**src/rtl/apb_split_pkg.sv**
```systemverilog
// Shared types and helpers for the APB range splitter.
// Assumes addresses no wider than 64 bits.
package apb_split_pkg;

    // Handshake result gathered from one direction of the fan-in.
    typedef struct packed {
        logic ack;
        logic err;
    } apb_status_t;

    // True when addr lies in [base, base+size); 64-bit math avoids wrap at the top.
    function automatic logic range_hit(input logic [63:0] addr,
                                       input logic [63:0] base,
                                       input logic [63:0] size);
        return (addr >= base) && (addr < base + size);
    endfunction

endpackage

```
**src/rtl/apb_range_decode.sv**
```systemverilog
// Address window decoder: compares the address against every child window
// and returns a one-hot (or empty) hit vector plus a miss flag.
// Assumes windows do not overlap; if they do, the lowest index wins.
module apb_range_decode
    import apb_split_pkg::*;
#(
    parameter int                          NUM_CHILD  = 4,
    parameter int                          ADDR_W     = 16,
    parameter logic [NUM_CHILD*ADDR_W-1:0] CHILD_BASE = '0,
    parameter logic [NUM_CHILD*ADDR_W-1:0] CHILD_SIZE = '0
) (
    input  logic [ADDR_W-1:0]    addr,
    output logic [NUM_CHILD-1:0] hit,
    output logic                 miss
);

    logic [NUM_CHILD-1:0] raw_hit;

    // One window comparator per child.
    for (genvar k = 0; k < NUM_CHILD; k++) begin : g_win
        localparam logic [ADDR_W-1:0] BASE_K = CHILD_BASE[k*ADDR_W +: ADDR_W];
        localparam logic [ADDR_W-1:0] SIZE_K = CHILD_SIZE[k*ADDR_W +: ADDR_W];
        assign raw_hit[k] = range_hit(64'(addr), 64'(BASE_K), 64'(SIZE_K));
    end

    // Keep only the lowest matching index so the output is never multi-hot.
    always_comb begin
        logic taken;
        taken = 1'b0;
        hit   = '0;
        for (int k = 0; k < NUM_CHILD; k++) begin
            if (raw_hit[k] && !taken) begin
                hit[k] = 1'b1;
                taken  = 1'b1;
            end
        end
    end

    assign miss = ~|raw_hit;

endmodule

```
**src/rtl/apb_sel_hold.sv**
```systemverilog
// Transfer target register: captures the decoded child (or a miss) in the
// setup phase and holds it through the access phase, so the route cannot
// move while a child is stalling. Assumes standard APB phase order.
module apb_sel_hold #(
    parameter int NUM_CHILD = 4
) (
    input  logic                 clk,
    input  logic                 rst_n,
    input  logic                 psel,
    input  logic                 penable,
    input  logic [NUM_CHILD-1:0] live_hit,
    input  logic                 live_miss,
    output logic [NUM_CHILD-1:0] child_sel,
    output logic [NUM_CHILD-1:0] route,
    output logic                 miss_active
);

    logic [NUM_CHILD-1:0] held_hit;
    logic                 held_miss;
    logic                 setup_ph;
    logic                 access_ph;

    assign setup_ph  = psel & ~penable;
    assign access_ph = psel & penable;

    // Capture the decode result once per transfer, in its setup phase.
    always_ff @(posedge clk) begin
        if (!rst_n) begin
            held_hit  <= '0;
            held_miss <= 1'b0;
        end else if (setup_ph) begin
            held_hit  <= live_hit;
            held_miss <= live_miss;
        end
    end

    // Setup phase selects from the live decode, access phase from the held one.
    always_comb begin
        if (!psel)        child_sel = '0;
        else if (penable) child_sel = held_hit;
        else              child_sel = live_hit;
    end

    // Fan-in routing and the miss responder are only live in the access phase.
    assign route       = access_ph ? held_hit : '0;
    assign miss_active = access_ph & held_miss;

endmodule

```
**src/rtl/apb_resp_gather.sv**
```systemverilog
// Response fan-in: gathers ready/error/data from the routed child on
// separate write and read paths, adds the self-response for unmapped
// addresses, and merges both paths onto one upstream response.
// Assumes route is at most one-hot.
module apb_resp_gather
    import apb_split_pkg::*;
#(
    parameter int NUM_CHILD = 4,
    parameter int DATA_W    = 32
) (
    input  logic                        pwrite,
    input  logic [NUM_CHILD-1:0]        route,
    input  logic                        miss_active,
    input  logic [NUM_CHILD-1:0]        child_ready,
    input  logic [NUM_CHILD-1:0]        child_err,
    input  logic [NUM_CHILD*DATA_W-1:0] child_rdata,
    output logic                        pready,
    output logic                        pslverr,
    output logic [DATA_W-1:0]           prdata
);

    logic [NUM_CHILD-1:0] wr_route;
    logic [NUM_CHILD-1:0] rd_route;
    apb_status_t          wr_st;
    apb_status_t          rd_st;
    logic [DATA_W-1:0]    rd_data;

    assign wr_route = route & {NUM_CHILD{pwrite}};
    assign rd_route = route & {NUM_CHILD{~pwrite}};

    // Write path: response of the write-routed child, or the miss response.
    always_comb begin
        wr_st = '0;
        for (int k = 0; k < NUM_CHILD; k++) begin
            if (wr_route[k]) wr_st = '{ack: child_ready[k], err: child_err[k]};
        end
        if (miss_active && pwrite) wr_st = '{ack: 1'b1, err: 1'b1};
    end

    // Read path: response and data of the read-routed child, or the miss response.
    always_comb begin
        rd_st   = '0;
        rd_data = '0;
        for (int k = 0; k < NUM_CHILD; k++) begin
            if (rd_route[k]) begin
                rd_st   = '{ack: child_ready[k], err: child_err[k]};
                rd_data = child_rdata[k*DATA_W +: DATA_W];
            end
        end
        if (miss_active && !pwrite) begin
            rd_st   = '{ack: 1'b1, err: 1'b1};
            rd_data = '0;
        end
    end

    assign pready  = wr_st.ack | rd_st.ack;
    assign pslverr = wr_st.err | rd_st.err;
    assign prdata  = rd_data;

endmodule

```
**src/rtl/apb_range_splitter.sv**
```systemverilog
// APB range splitter top: one upstream requester to NUM_CHILD completers,
// each owning the window [base, base+size) from the parameter tables.
// Unmapped addresses are completed locally with an error in one access cycle.
// Assumes non-overlapping windows and a protocol-compliant requester.
module apb_range_splitter #(
    parameter int                          NUM_CHILD  = 4,
    parameter int                          ADDR_W     = 16,
    parameter int                          DATA_W     = 32,
    parameter bit                          USE_STRB   = 1'b1,
    parameter logic [NUM_CHILD*ADDR_W-1:0] CHILD_BASE = {16'h4000, 16'h2000, 16'h1000, 16'h0000},
    parameter logic [NUM_CHILD*ADDR_W-1:0] CHILD_SIZE = {16'h2000, 16'h1000, 16'h0800, 16'h1000},
    localparam int                         STRB_W     = DATA_W / 8
) (
    input  logic                        clk,
    input  logic                        rst_n,
    input  logic                        s_psel,
    input  logic                        s_penable,
    input  logic                        s_pwrite,
    input  logic [ADDR_W-1:0]           s_paddr,
    input  logic [DATA_W-1:0]           s_pwdata,
    input  logic [STRB_W-1:0]           s_pstrb,
    output logic                        s_pready,
    output logic                        s_pslverr,
    output logic [DATA_W-1:0]           s_prdata,
    output logic [NUM_CHILD-1:0]        m_psel,
    output logic                        m_penable,
    output logic                        m_pwrite,
    output logic [ADDR_W-1:0]           m_paddr,
    output logic [DATA_W-1:0]           m_pwdata,
    output logic [STRB_W-1:0]           m_pstrb,
    input  logic [NUM_CHILD-1:0]        m_pready,
    input  logic [NUM_CHILD-1:0]        m_pslverr,
    input  logic [NUM_CHILD*DATA_W-1:0] m_prdata
);

    logic [NUM_CHILD-1:0] live_hit;
    logic                 live_miss;
    logic [NUM_CHILD-1:0] route;
    logic                 miss_active;

    apb_range_decode #(
        .NUM_CHILD (NUM_CHILD),
        .ADDR_W    (ADDR_W),
        .CHILD_BASE(CHILD_BASE),
        .CHILD_SIZE(CHILD_SIZE)
    ) u_decode (
        .addr(s_paddr),
        .hit (live_hit),
        .miss(live_miss)
    );

    apb_sel_hold #(
        .NUM_CHILD(NUM_CHILD)
    ) u_hold (
        .clk        (clk),
        .rst_n      (rst_n),
        .psel       (s_psel),
        .penable    (s_penable),
        .live_hit   (live_hit),
        .live_miss  (live_miss),
        .child_sel  (m_psel),
        .route      (route),
        .miss_active(miss_active)
    );

    apb_resp_gather #(
        .NUM_CHILD(NUM_CHILD),
        .DATA_W   (DATA_W)
    ) u_gather (
        .pwrite     (s_pwrite),
        .route      (route),
        .miss_active(miss_active),
        .child_ready(m_pready),
        .child_err  (m_pslverr),
        .child_rdata(m_prdata),
        .pready     (s_pready),
        .pslverr    (s_pslverr),
        .prdata     (s_prdata)
    );

    // Broadcast of the transfer fields to every child.
    assign m_penable = s_penable;
    assign m_pwrite  = s_pwrite;
    assign m_paddr   = s_paddr;
    assign m_pwdata  = s_pwdata;

    // Byte enables: forwarded when strobes exist, otherwise full-word writes.
    if (USE_STRB) begin : g_strb_fwd
        assign m_pstrb = s_pstrb;
    end else begin : g_strb_full
        assign m_pstrb = '1;
    end

endmodule

```
**config.mk**
```make
export PLATFORM = sky130hd
export DESIGN_NAME = apb_range_splitter
export DESIGN_NICKNAME = d
export VERILOG_FILES = /design/src/rtl/apb_split_pkg.sv /design/src/rtl/apb_range_decode.sv /design/src/rtl/apb_sel_hold.sv /design/src/rtl/apb_resp_gather.sv /design/src/rtl/apb_range_splitter.sv
export SDC_FILE = /design/constraint.sdc
export NUM_CORES = 1
export LEC_CHECK = 0
export ABC_CLOCK_PERIOD_IN_PS = 4260
export BUFFER_PORTS_ARGS = -buffer_cell sky130_fd_sc_hd__buf_4
export CORE_AREA = 2 2 112 114
export DETAILED_ROUTE_END_ITERATION = 8
export DIE_AREA = 0 0 114 116
export GPL_ROUTABILITY_DRIVEN = 0
export PLACE_DENSITY_LB_ADDON = 0.25
export SKIP_CTS_REPAIR_TIMING = 1
export SKIP_LAST_GASP = 1
export SLEW_MARGIN = 20
export SYNTH_ARGS = -nofsm -noshare
export SYNTH_HDL_FRONTEND = slang
export SYNTH_SLANG_ARGS = --single-unit
```
**constraint.sdc**
```tcl
create_clock -name clk -period 4.26 [get_ports clk]
set_clock_uncertainty 0.15 [all_clocks]
set_input_delay 1.065 -clock clk [delete_from_list [all_inputs] [get_ports clk]]
set_output_delay 1.065 -clock clk [all_outputs]
set_load 0.03 [all_outputs]
```
==> flow_summary.json <==
{
  "crit_family": "buffers and inverters",
  "cts_inserted_buffers": 3,
  "slew_headroom_pct": 40.2,
  "vias_per_cell": 4.87,
  "period_share_pct": 89.6,
  "synth_top_flop_cell": "dfxtp_1",
  "combPwrFrac_pct": 47.4,
  "gr-total-overflow": 0,
  "fp-row-count": 40,
  "hold_path_class": "reg -> reg",
  "status": "finished clean",
  "num-nets-final": 679,
  "grt_pass1_wl_um": 15000,
  "cts.htree.levels": 1,
  "yosysSeqAreaShare_pct": 4.29,
  "root_buffer": "clkbuf_16",
  "power.density_nw_per_um2": 113,
  "cp_slowest_stage_delay_ns": 0.57,
  "io_buffers": 190,
  "switching_share_pct": 28.2,
  "cp.required_ns": 3.04,
  "routedWlPerCell_um": 16.5,
  "cpMaxStageDelayCell": "or2_1",
  "fillCellCount": 1340,
  "area_delta_synth_final_pct": 50.6,
  "regArea_um2": 105,
  "die_y_um": 116,
  "top_usage_layer": "met2",
  "syn_area_um2": 2330,
  "syn_avg_cell_area_um2": 6.22,
  "postSynth.asyncResetShare_pct": 0,
  "vias": 3076,
  "cp-end-kind": "output port",
  "boundaryPins": 285,
  "drv_slew": 0,
  "grt_use_met1_pct": 16.6,
  "stdcell_count": 632,
  "finalSetupTns_ns": 0,
  "synth_nets": 568,
  "route.detailed.drc": 0,
  "dieArea_um2": 13200,
  "multiInputGateArea_um2": 1510,
  "p_sw_mw": 0.112,
  "cts_tree": "yes",
  "irDropWorstVdd_mv": 0.0963,
  "clk_latency_ns": 0.22,
  "dieWidth_um": 114,
  "grt_max_degree": 68,
  "whs_path_depth": 2,
  "dr.pass1.iters": 4,
  "crit_path_frequent_cell": "buf_4",
  "rsz0062_at_grt": "no",
  "clkTransAtPathRegs_ns": 0.03,
  "synth-seq-cells": 5,
  "hpwl_um": 7880,
  "period_minus_slack_ns": 3.82,
  "synth_cell_type_count": 28,
  "critical_path_class": "in -> out",
  "cp_max_fo": 17,
  "synth_edf_count": 0,
  "dp.cells": 628,
  "setup_ws_ns": 0.445,
  "crit_chain": "buf_4, nand2_1, or2_1, buf_4, o32a_1, buf_4",
  "dp_slack_ns": 0.435,
  "cts_buffer_depth": 2,
  "met2_usage_pct": 25.4,
  "grt_pass1_vias": 3048,
  "cts_sinks": 5,
  "antenna_found_initial": 0,
  "drive_gt1_share_pct": 42.9,
  "crit_arrival_ns": 2.60,
  "power.internal_mw": 0.286,
  "hold_viol": 0,
  "drt_iter0_drc": 120,
  "synth_warnings": 0,
  "clkPwrFrac_pct": 38.5,
  "core_um2": 11900,
  "cap_viol_max_count": 0,
  "ant_nets": 0,
  "max_slew.worst_pin.slew_ns": 0.896,
  "grt_usage_pct": 14.2,
  "cp.depth": 6,
  "setup_viol": 0,
  "syn_inst": 375,
  "startpoint_type": "input port",
  "initial_core_util_pct": 19.6,
  "worstRegToRegCells": 3,
  "p_seq_share_pct": 14.1,
  "hold_ws_ns": 0.596,
  "power_leakage_nw": 1.68,
  "max_freq_mhz": 262,
  "met3_usage_pct": 1.88,
  "diodes": 0,
  "routed_wl_um": 10400,
  "crit_buf_inv": 3
}
## final timing paths
path | endpoint | start | slack (ns)
max reg2reg | u_hold.held_hit[0] | u_hold.held_hit[0] | 2.60
min | u_hold.held_hit[1] | u_hold.held_hit[1] | 0.60
max | s_prdata[15] | s_penable | 0.44
min reg2reg | u_hold.held_hit[1] | u_hold.held_hit[1] | 0.60
## sequential cells by signal, indices dropped and copies added, names as in the netlist
name              cells
u_hold.held_miss      1
u_hold.held_hit       4
## cells in the final DEF, fill, tap and decap left out, drive strengths merged
cell type | netlist | final
a21boi | 6 | 6
a21oi | 71 | 71
a221o | 2 | 2
and2 | 3 | 3
and3 | 32 | 32
and3b | 1 | 1
buf | 65 | 200
clkbuf | 29 | 4
dfxtp | 5 | 5
inv | 34 | 34
nand2 | 40 | 40
nand2b | 1 | 1
nand3 | 2 | 2
nand3b | 36 | 36
nand4 | 1 | 1
nand4b | 1 | 1
nand4bb | 1 | 1
nor2 | 5 | 5
nor2b | 2 | 2
o21a | 1 | 1
o21ai | 2 | 2
o22ai | 1 | 1
o32a | 32 | 32
or2 | 1 | 1
or4b | 1 | 1
## final cells by class
cell class | count | area share, %
clock buffers | 4 | 2.25
inverters | 34 | 3.64
multi-input cells | 242 | 43.1
flip-flops and latches | 5 | 2.99
well taps | 147 | 5.24
repair buffers | 200 | 42.8
## synth_stat cells, types with 2 or more instances
cell type / count / area share, %
nand3_1: 2 / 0.43
a221o_1: 2 / 0.86
buf_6: 4 / 1.9
a21oi_1: 71 / 15
nor2b_1: 2 / 0.54
o21ai_0: 2 / 0.43
buf_4: 54 / 17
nand3b_1: 36 / 12
nand2_1: 40 / 6.4
a21boi_0: 6 / 1.9
nor2_1: 5 / 0.81
dfxtp_1: 5 / 4.3
inv_1: 34 / 5.5
and2_1: 2 / 0.54
o32a_1: 32 / 14
clkbuf_1: 29 / 4.7
and3_1: 32 / 8.6
buf_2: 7 / 1.5
## logic make-up (layout without fill, tap and decap cells)
logic type	count (synthesis)	after routing	share of synthesized area [%]
buffers and inverters	128	238	31.0
AOI/OAI and AO/OA	115	115	32.8
DFF	5	5	4.29
and+or+nand+nor	127	127	31.9
## through the flow
step / total power [mW] / utilization [%] / instance area [um2]
2_1_floorplan: 0.202 / - / 2330
3_3_place_gp: 0.245 / 28.8 / 3430
3_5_place_dp: 0.246 / 28.8 / 3430
4_1_cts: 0.402 / 29.5 / 3510
5_1_grt: 0.419 / 29.5 / 3510
6_report: 0.398 / 29.5 / 3510
## worst reg2reg max path, stage by stage (launching register included)
cell	delay, ns
dfxtp_1	0.83
buf_4	0.36
nand2_1	0.07
a21boi_0	0.17
## layer usage
metal / vias up / part of all wire, % / routed length, um
li1: 1484 / - / -
met1: 1399 / 40 / 4190
met2: 169 / 50 / 5210
met3: 24 / 7.3 / 756
met4: 0 / 2.5 / 263
met5: - / 0 / 0
## power groups by stage
| stage | combinational, mW | clock, mW | sequential, mW |
|---|---|---|---|
| 6_report | 0.188 | 0.153 | 0.0562 |
| 3_5_place_dp | 0.189 | 0 | 0.0574 |
| 5_1_grt | 0.204 | 0.159 | 0.0571 |
| 2_1_floorplan | 0.153 | 0 | 0.0491 |
| 3_3_place_gp | 0.188 | 0 | 0.0575 |
| 4_1_cts | 0.190 | 0.156 | 0.0568 |
Note: power is estimated with default switching activity, not from simulation.
